`config.mk`:
```
export PLATFORM = sky130hd
export DESIGN_NAME = sgn_seq_mult
export DESIGN_NICKNAME = d
export VERILOG_FILES = /design/src/rtl/smul_pkg.sv /design/src/rtl/smul_rst_sync.sv /design/src/rtl/smul_ctrl.sv /design/src/rtl/smul_step.sv /design/src/rtl/smul_dp.sv /design/src/rtl/sgn_seq_mult.sv
export SDC_FILE = /design/constraint.sdc
export NUM_CORES = 1
export LEC_CHECK = 0
export ABC_CLOCK_PERIOD_IN_PS = 1100
export BUFFER_PORTS_ARGS = -buffer_cell sky130_fd_sc_hd__buf_2
export CAP_MARGIN = 5
export CORE_MARGIN = 1.5
export CORE_UTILIZATION = 54
export CTS_CLUSTER_DIAMETER = 60
export DETAILED_ROUTE_END_ITERATION = 8
export PLACE_DENSITY = 0.79
export SYNTH_ARGS = -nofsm -noshare
export SYNTH_HDL_FRONTEND = slang
export SYNTH_SLANG_ARGS = --single-unit
```
`constraint.sdc`:
```
create_clock -name clk -period 1.1 [get_ports clk]
set_input_delay 0.165 -clock clk [delete_from_list [all_inputs] [get_ports clk]]
set_output_delay 0.165 -clock clk [all_outputs]
set_load 0.01 [all_outputs]
```
`src/rtl/smul_pkg.sv`:
```
package smul_pkg;

  // Sequencer state: waiting for a request, or stepping through multiplier bits.
  typedef enum logic {
    ST_IDLE = 1'b0,
    ST_RUN  = 1'b1
  } smul_state_e;

endpackage

```
`src/rtl/smul_rst_sync.sv`:
```
// Asynchronous assertion, two-flop synchronous release of the active-low reset.
module smul_rst_sync (
  input  logic clk,
  input  logic arst_n,
  output logic rst_n_o
);

  logic [1:0] sync_q;

  always_ff @(posedge clk or negedge arst_n) begin
    if (!arst_n) begin
      sync_q <= 2'b00;
    end else begin
      sync_q <= {sync_q[0], 1'b1};
    end
  end

  assign rst_n_o = sync_q[1];

endmodule

```
`src/rtl/smul_ctrl.sv`:
```
// Step sequencer: accepts a request when idle, runs WIDTH steps, pulses done.
module smul_ctrl
  import smul_pkg::*;
#(
  parameter int WIDTH = 8
) (
  input  logic clk,
  input  logic rst_n,
  input  logic start,
  output logic load_en,
  output logic step_en,
  output logic last_step,
  output logic busy,
  output logic done
);

  localparam int CW = (WIDTH > 2) ? $clog2(WIDTH) : 1;
  localparam logic [CW-1:0] LAST_IDX = CW'(WIDTH - 1);

  smul_state_e state_q, state_d;
  logic [CW-1:0] cnt_q, cnt_d;
  logic done_q, done_d;
  logic cnt_en;

  // Request qualification and step decode
  always_comb begin
    load_en   = (state_q == ST_IDLE) && start;
    step_en   = (state_q == ST_RUN);
    last_step = step_en && (cnt_q == LAST_IDX);
  end

  // Next-state logic
  always_comb begin
    state_d = state_q;
    cnt_d   = cnt_q;
    cnt_en  = 1'b0;
    done_d  = last_step;
    unique case (state_q)
      ST_IDLE: begin
        if (start) begin
          state_d = ST_RUN;
          cnt_d   = '0;
          cnt_en  = 1'b1;
        end
      end
      ST_RUN: begin
        cnt_en = 1'b1;
        if (last_step) begin
          state_d = ST_IDLE;
          cnt_d   = '0;
        end else begin
          cnt_d = cnt_q + 1'b1;
        end
      end
      default: begin
        state_d = ST_IDLE;
      end
    endcase
  end

  // State registers
  always_ff @(posedge clk or negedge rst_n) begin
    if (!rst_n) begin
      state_q <= ST_IDLE;
      done_q  <= 1'b0;
    end else begin
      state_q <= state_d;
      done_q  <= done_d;
    end
  end

  always_ff @(posedge clk or negedge rst_n) begin
    if (!rst_n) begin
      cnt_q <= '0;
    end else if (cnt_en) begin
      cnt_q <= cnt_d;
    end
  end

  assign busy = (state_q == ST_RUN);
  assign done = done_q;

endmodule

```
`src/rtl/smul_step.sv`:
```
// One add-or-subtract-then-shift step on the guard bit, accumulator and low register.
module smul_step #(
  parameter int WIDTH = 8
) (
  input  logic             guard_i,
  input  logic [WIDTH-1:0] acc_i,
  input  logic [WIDTH-1:0] low_i,
  input  logic [WIDTH-1:0] mcand_i,
  input  logic             sign_step_i,
  output logic             guard_o,
  output logic [WIDTH-1:0] acc_o,
  output logic [WIDTH-1:0] low_o
);

  localparam int EW = WIDTH + 1;

  logic [EW-1:0] run_ext;
  logic [EW-1:0] mc_ext;
  logic [EW-1:0] addend;
  logic [EW-1:0] sum;

  always_comb begin
    run_ext = {guard_i, acc_i};
    mc_ext  = {mcand_i[WIDTH-1], mcand_i};
    if (!low_i[0]) begin
      addend = '0;
    end else if (sign_step_i) begin
      addend = ~mc_ext + 1'b1;   // sign bit of the multiplier has negative weight
    end else begin
      addend = mc_ext;
    end
    sum = run_ext + addend;
    // arithmetic right shift across guard, accumulator and low register
    guard_o = sum[EW-1];
    acc_o   = sum[EW-1:1];
    low_o   = {sum[0], low_i[WIDTH-1:1]};
  end

endmodule

```
`src/rtl/smul_dp.sv`:
```
// Operand and product registers around the step logic.
module smul_dp #(
  parameter int WIDTH = 8
) (
  input  logic               clk,
  input  logic               rst_n,
  input  logic               load_en,
  input  logic               step_en,
  input  logic               last_step,
  input  logic [WIDTH-1:0]   mcand_i,
  input  logic [WIDTH-1:0]   mplier_i,
  output logic [2*WIDTH-1:0] product
);

  logic             guard_q, guard_d, guard_s;
  logic [WIDTH-1:0] acc_q, acc_d, acc_s;
  logic [WIDTH-1:0] low_q, low_d, low_s;
  logic [WIDTH-1:0] mc_q;
  logic             run_en;

  smul_step #(.WIDTH(WIDTH)) u_step (
    .guard_i     (guard_q),
    .acc_i       (acc_q),
    .low_i       (low_q),
    .mcand_i     (mc_q),
    .sign_step_i (last_step),
    .guard_o     (guard_s),
    .acc_o       (acc_s),
    .low_o       (low_s)
  );

  // Next-value selection: load clears the sum and parks the multiplier in the low register
  always_comb begin
    run_en  = load_en || step_en;
    guard_d = guard_s;
    acc_d   = acc_s;
    low_d   = low_s;
    if (load_en) begin
      guard_d = 1'b0;
      acc_d   = '0;
      low_d   = mplier_i;
    end
  end

  always_ff @(posedge clk or negedge rst_n) begin
    if (!rst_n) begin
      guard_q <= 1'b0;
      acc_q   <= '0;
      low_q   <= '0;
    end else if (run_en) begin
      guard_q <= guard_d;
      acc_q   <= acc_d;
      low_q   <= low_d;
    end
  end

  always_ff @(posedge clk or negedge rst_n) begin
    if (!rst_n) begin
      mc_q <= '0;
    end else if (load_en) begin
      mc_q <= mcand_i;
    end
  end

  assign product = {acc_q, low_q};

endmodule

```
`src/rtl/sgn_seq_mult.sv`:
```
module sgn_seq_mult #(
  parameter int WIDTH = 8
) (
  input  logic               clk,
  input  logic               rst_n,
  input  logic               start,
  input  logic [WIDTH-1:0]   mcand_i,
  input  logic [WIDTH-1:0]   mplier_i,
  output logic               busy,
  output logic               done,
  output logic [2*WIDTH-1:0] product
);

  logic rst_sync_n;
  logic load_en;
  logic step_en;
  logic last_step;

  smul_rst_sync u_rst (
    .clk     (clk),
    .arst_n  (rst_n),
    .rst_n_o (rst_sync_n)
  );

  smul_ctrl #(.WIDTH(WIDTH)) u_ctrl (
    .clk       (clk),
    .rst_n     (rst_sync_n),
    .start     (start),
    .load_en   (load_en),
    .step_en   (step_en),
    .last_step (last_step),
    .busy      (busy),
    .done      (done)
  );

  smul_dp #(.WIDTH(WIDTH)) u_dp (
    .clk       (clk),
    .rst_n     (rst_sync_n),
    .load_en   (load_en),
    .step_en   (step_en),
    .last_step (last_step),
    .mcand_i   (mcand_i),
    .mplier_i  (mplier_i),
    .product   (product)
  );

endmodule

```
Word-level counts from Yosys, hierarchy flattened. Cells that the tools add are included.

Add/sub/neg operators: 3. Equal/unequal tests: 2. Multiplexer cells: 12. Bitwise operators: 2. Reductions and logical operators: 4.

Operators with widths (number): 2-to-1 mux 9 bit (2); 2-to-1 mux 8 bit (2); adder 9 x 1 -> 9 bit (second input constant) (1); adder 9 bit (1); NOT 9 bit (1); 2-to-1 mux 3 bit (2); case mux 3 bit (2 select lines) (1); case mux 1 bit (2 select lines) (2); adder 3 x 1 -> 3 bit (second input constant) (1); equality test 3 bit (second input constant) (1); 2-to-1 mux 1 bit (3); logical AND 1 bit (2); inequality test 2 bit (second input constant) (1); AND reduction 2 bit (1); logical OR 1 bit (1); NOT 1 bit (1).

Bits in registers: 32. Input port bits: 19. Output and inout bits: 18.

Depth between registers and ports, before layout.
Depth after elaboration: 6. Gate-level depth with buffers: 13. Depth with buffers taken out: 13.

By module. Synthesis repeated with hierarchy kept, for this count alone.

Cells, all modules: 180. Area, all modules: 1955.6 um2.

Modules (own cells, without submodules): smul_dp (instances 1, cells each 81, area an instance 1072.3 um2, seq. area each 625.6 um2); smul_step (instances 1, cells each 80, area an instance 606.8 um2, seq. area each 0.0 um2); smul_ctrl (instances 1, cells each 16, area an instance 222.7 um2, seq. area each 125.1 um2); smul_rst_sync (instances 1, cells each 3, area an instance 53.8 um2, seq. area each 50.0 um2).

Least setup slack after synthesis. OpenSTA, ideal clock, no wires.

Path kind: reg2reg. Start: register u_ctrl.cnt_q[0]. End: register u_dp.acc_q[7]. Arrival: 2611 ps. Data required time: 979 ps. Path slack: -1631 ps. Cell stages (with the launch flop): 12. Buffers on the path: 0. Clock period less this slack: 2731 ps. Cell sequence: dfrtp_1 ha_1 ha_1 nand2_4 mux2i_1 nand2b_1 fa_1 or2b_2 a21oi_1 o21ai_2 xnor3_1 a22o_1.

Word-level cells in the longest chain between the ends: 6.

Ends and longest elaborated chain: from (decl) (RTL line smul_ctrl.sv:21) `logic [CW-1:0] cnt_q, cnt_d;`; from (signal assigned) (RTL line smul_ctrl.sv:76) `cnt_q <= cnt_d;`; equality test 3 bit (RTL line smul_ctrl.sv:29) `last_step = step_en && (cnt_q == LAST_IDX);`; logical AND 1 bit (RTL line smul_ctrl.sv:29); 2-to-1 mux 9 bit (RTL line smul_step.sv:27) `end else if (sign_step_i) begin`; 2-to-1 mux 9 bit (RTL line smul_step.sv:25) `if (!low_i[0]) begin`; adder 9 bit (RTL line smul_step.sv:32) `sum = run_ext + addend;`; 2-to-1 mux 8 bit (RTL line smul_dp.sv:38) `if (load_en) begin`; to (signal assigned) (RTL line smul_dp.sv:48) `acc_q <= '0;`; to (signal assigned) (RTL line smul_dp.sv:52) `acc_q <= acc_d;`; to (decl) (RTL line smul_dp.sv:16) `logic [WIDTH-1:0] acc_q, acc_d, acc_s;`.

Every way passes these cells. A chain may end at the register's enable or synchronous reset.

Final worst setup path.
Start: register u_ctrl.cnt_q[1]. End: register u_dp.acc_q[6].

The elaborated chain is that of the path after synthesis.

==> impl_metrics.csv <==
group,metric,value,unit
die,core_region_area,3100,um2
synth,ys_types,37,
min_path,holdPathStages,3,
sta,hold_viol_final,0,
power,p_leak,1.43,nW
routing,drt-initial-drc-count,353,
critical_path,arrival,2.99,ns
synth,synth_top_cell_by_area,"dfrtp_1",
critical_path,startpoint_type,"register",
clocking,clk_pin_slew_worst_paths,0.13,ns
global_route,grt_pass1_vias,1875,
clocking,cts_tree,"built",
die,dieWidth,60.7,um
synth,yosysWarnings,0,
critical_path,r2r_end,"u_dp.acc_q[6]$_DFFE_PN0P_",
place,dp.cells,301,
clocking,clk_latency,0.36,ns
synth,syn-instance-count,179,
critical_path,critPathMaxFanout,5,
min_path,hp-start,"mcand_i[1]",
clocking,cts-buffers-inserted,5,
critical_path,crit_chain,"ha_2 > ha_4 > nand2_8 > a21oi_4 > xnor2_2 > and2_4 > ha_4 > buf_4 > buf_4 > nor2_1 > nor2_1 > a31oi_1 > xor2_1 > o21ai_1",
sta,rsz0062_at_grt,"true",
die,die_area,3690,um2
critical_path,reg2reg_depth,14,
min_path,hold_path.class,"in2reg",
finish,n_antenna_cell,0,
sta,layout_min_cycle_time,2.76,ns
finish,area_delta_synth_final,64.5,%
routing,dr.pass1.iters,5,
run_status,violations,"negative setup slack",
critical_path,r2r-start,"u_ctrl.cnt_q[1]$_DFFE_PN0P_",
routing,num_vias,2068,
synth,syn_area,1800,um2
sta,slew_viol_final,0,
global_route,grt_max_degree,30,
global_route,antenna_found_initial,0,
power,powerDensity,3310,nW/um2
routing,ant_nets,0,
synth,syn_area_per_cell,10.1,um2
place,placement.io_buffers,36,
power,p_total,9.80,mW
critical_path,max_stage_delay,0.39,ns
sta,finClkSkew,0.0282,ns
place,hpwl,3360,um
run_status,status,"complete, but fails checks",
global_route,grt_overflow,0,
finish,instances_no_fill,323,
die,core.rowCount,20,
clocking,clock-sinks,31,
synth,seq_area_frac_synth,43.1,%
power,ir_drop,2260,uV
critical_path,ff2ff_setup_slack,-1.66,ns
critical_path,worstSetupPathType,"reg2reg",
routing,viasPerCell,6.40,
synth,syn-num-nets,210,
sta,fmax,362,MHz
global_route,grt_pass1_wl,9140,um
synth,synth_top_cell_area_share,43.1,%
job,maxCapViolCount,0,
finish,final_nets,309,
sta,setup_viol,42,
critical_path,slowest_stage,"dfrtp_1",
die,die_h,60.7,um
critical_path,cp_data_required_time,1.33,ns
critical_path,cp-end-kind,"register",
die,boundaryPins,37,
routing,routed_wl,8000,um
place,place.gp.congestion,0.840,
finish,final_common_cell,"buf_4",
finish,mostFrequentLayoutCells,"buf_4, buf_2, dfrtp_1, buf_6, nand2_1",
sta,setup_slack,-1.66,ns
synth,ys_seq_elements,31,
clocking,htreeDepth,2,
global_route,grtUsageTotal,35.1,%
routing,drc,0,
min_path,min_to,"u_dp.mc_q[1]$_DFFE_PN0P_",
die,initial_core_util,58.0,%
finish,drive_gt1_share,57.0,%
clocking,cts_root_buf,"clkbuf_4",
sta,fin_crit_sh,251,%
routing,wl_per_cell,24.8,um
clocking,clock_path_buffers,2,
synth,yosys-top-cells-area,"dfrtp_1, ha_1, o21ai_0, mux2i_1, nand2_1",
==> flip-flops by register name (all words and copies together) (netlist names) <==
register / cells
u_ctrl.cnt_q: 3
u_ctrl.busy: 1
u_rst.sync_q: 2
u_dp.acc_q: 8
u_dp.mc_q: 8
u_ctrl.done: 1
u_dp.low_q: 8
==> final cells by class <==
type                    count  area, um2
multi-input cells         131       1240
repair buffers             97        783
flip-flops and latches     31        778
fillers                    78        143
well taps                  44       55.1
inverters                  12       50.0
clock buffers               6       41.3
clock inverters             2       12.5
==> report_power, final <==
group / internal [mW] / switching, mW / leakage, nW
clock: 0.247 / 0.483 / 0.0282
combinational: 3.55 / 3.33 / 1.03
sequential: 1.67 / 0.513 / 0.379
==> cell usage after synthesis (all sizes together) <==
master / number
a2111o: 1
a211oi: 1
a21boi: 2
a21oi: 7
a22o: 3
a311o: 1
a31o: 1
a31oi: 3
and2: 6
buf: 3
clkbuf: 3
conb: 1
dfrtp: 31
fa: 1
ha: 11
inv: 12
mux2: 5
mux2i: 9
nand2: 20
nand2b: 5
nand3: 2
nor2: 9
nor3: 3
o211ai: 3
o21ai: 21
o31ai: 2
or2b: 1
or3: 1
xnor2: 3
xnor3: 1
xor2: 7
==> critical path: cells and delay by family, from the launching register on <==
family                   cells  cell delay [ns]
flip-flops                   1             0.39
AND/OR/NAND/NOR              4             0.49
AO/OA/AOI/OAI                3             0.49
adder cells (fa/ha/maj)      3             0.61
XOR/XNOR                     2             0.34
buffers and inverters        2             0.28
==> how the worst max path moves through the flow <==
stage                           startpoint                         to  slack [ns]  cells past startpoint
6_report       u_ctrl.cnt_q[1]$_DFFE_PN0P_  u_dp.acc_q[6]$_DFFE_PN0P_       -1.66                     14
3_5_place_dp   u_ctrl.cnt_q[0]$_DFFE_PN0P_  u_dp.acc_q[6]$_DFFE_PN0P_       -1.42                     14
5_1_grt        u_ctrl.cnt_q[1]$_DFFE_PN0P_  u_dp.acc_q[6]$_DFFE_PN0P_       -1.75                     12
4_1_cts        u_ctrl.cnt_q[1]$_DFFE_PN0P_  u_dp.acc_q[7]$_DFFE_PN0P_       -1.41                     11
3_3_place_gp   u_ctrl.cnt_q[0]$_DFFE_PN0P_  u_dp.acc_q[7]$_DFFE_PN0P_       -1.32                     11
2_1_floorplan  u_ctrl.cnt_q[0]$_DFFE_PN0P_  u_dp.acc_q[7]$_DFFE_PN0P_       -1.30                     11
==> metrics by stage <==
stage	hold slack, ns	TNS, ns	setup slack (ns)	cell area, um2	utilization (%)
3_3_place_gp	-0.0504	-11.10	-1.32	2470	79.6
6_report	0.0449	-18.32	-1.66	2960	95.4
4_1_cts	0.0364	-13.22	-1.41	2810	90.6
5_1_grt	0.0424	-19.10	-1.75	2960	95.4
2_1_floorplan	-0.131	-8.53	-1.30	1940	-
3_5_place_dp	-0.0477	-12.15	-1.42	2470	79.6
==> kinds of logic (layout without fill, tap and decap cells) <==
kind of cell               after synthesis  after routing  synth area share (%)
other                                    1              1                 0.208
adders and majority gates               12             12                  8.76
muxes                                   14             14                  8.14
xor gates and xnor gates                11             11                  6.12
AOI/OAI and AO/OA                       45             45                  15.6
DFF                                     31             31                  43.1
and+or+nand+nor                         47             48                  12.5
buffers and inverters                   18            117                  5.56
==> metal layers <==
metal / GRT usage [%] / wire length [um] / share of wire (%)
met5: 0 / 0 / 0
met3: 7.89 / 700 / 8.7
met1: 38.3 / 2750 / 34
met2: 64.7 / 3820 / 48
met4: 14.9 / 728 / 9.1
==> timing repair <==
item,CTS,global route
gates resized for setup,44,29
endpoints found under the setup margin,29,38
hold buffers,1,0
pin swaps,20,23
hold endpoints to repair,2,0
cloned,2,0
setup buffers,9,7
No activity file was read; power rests on OpenSTA's default activity.
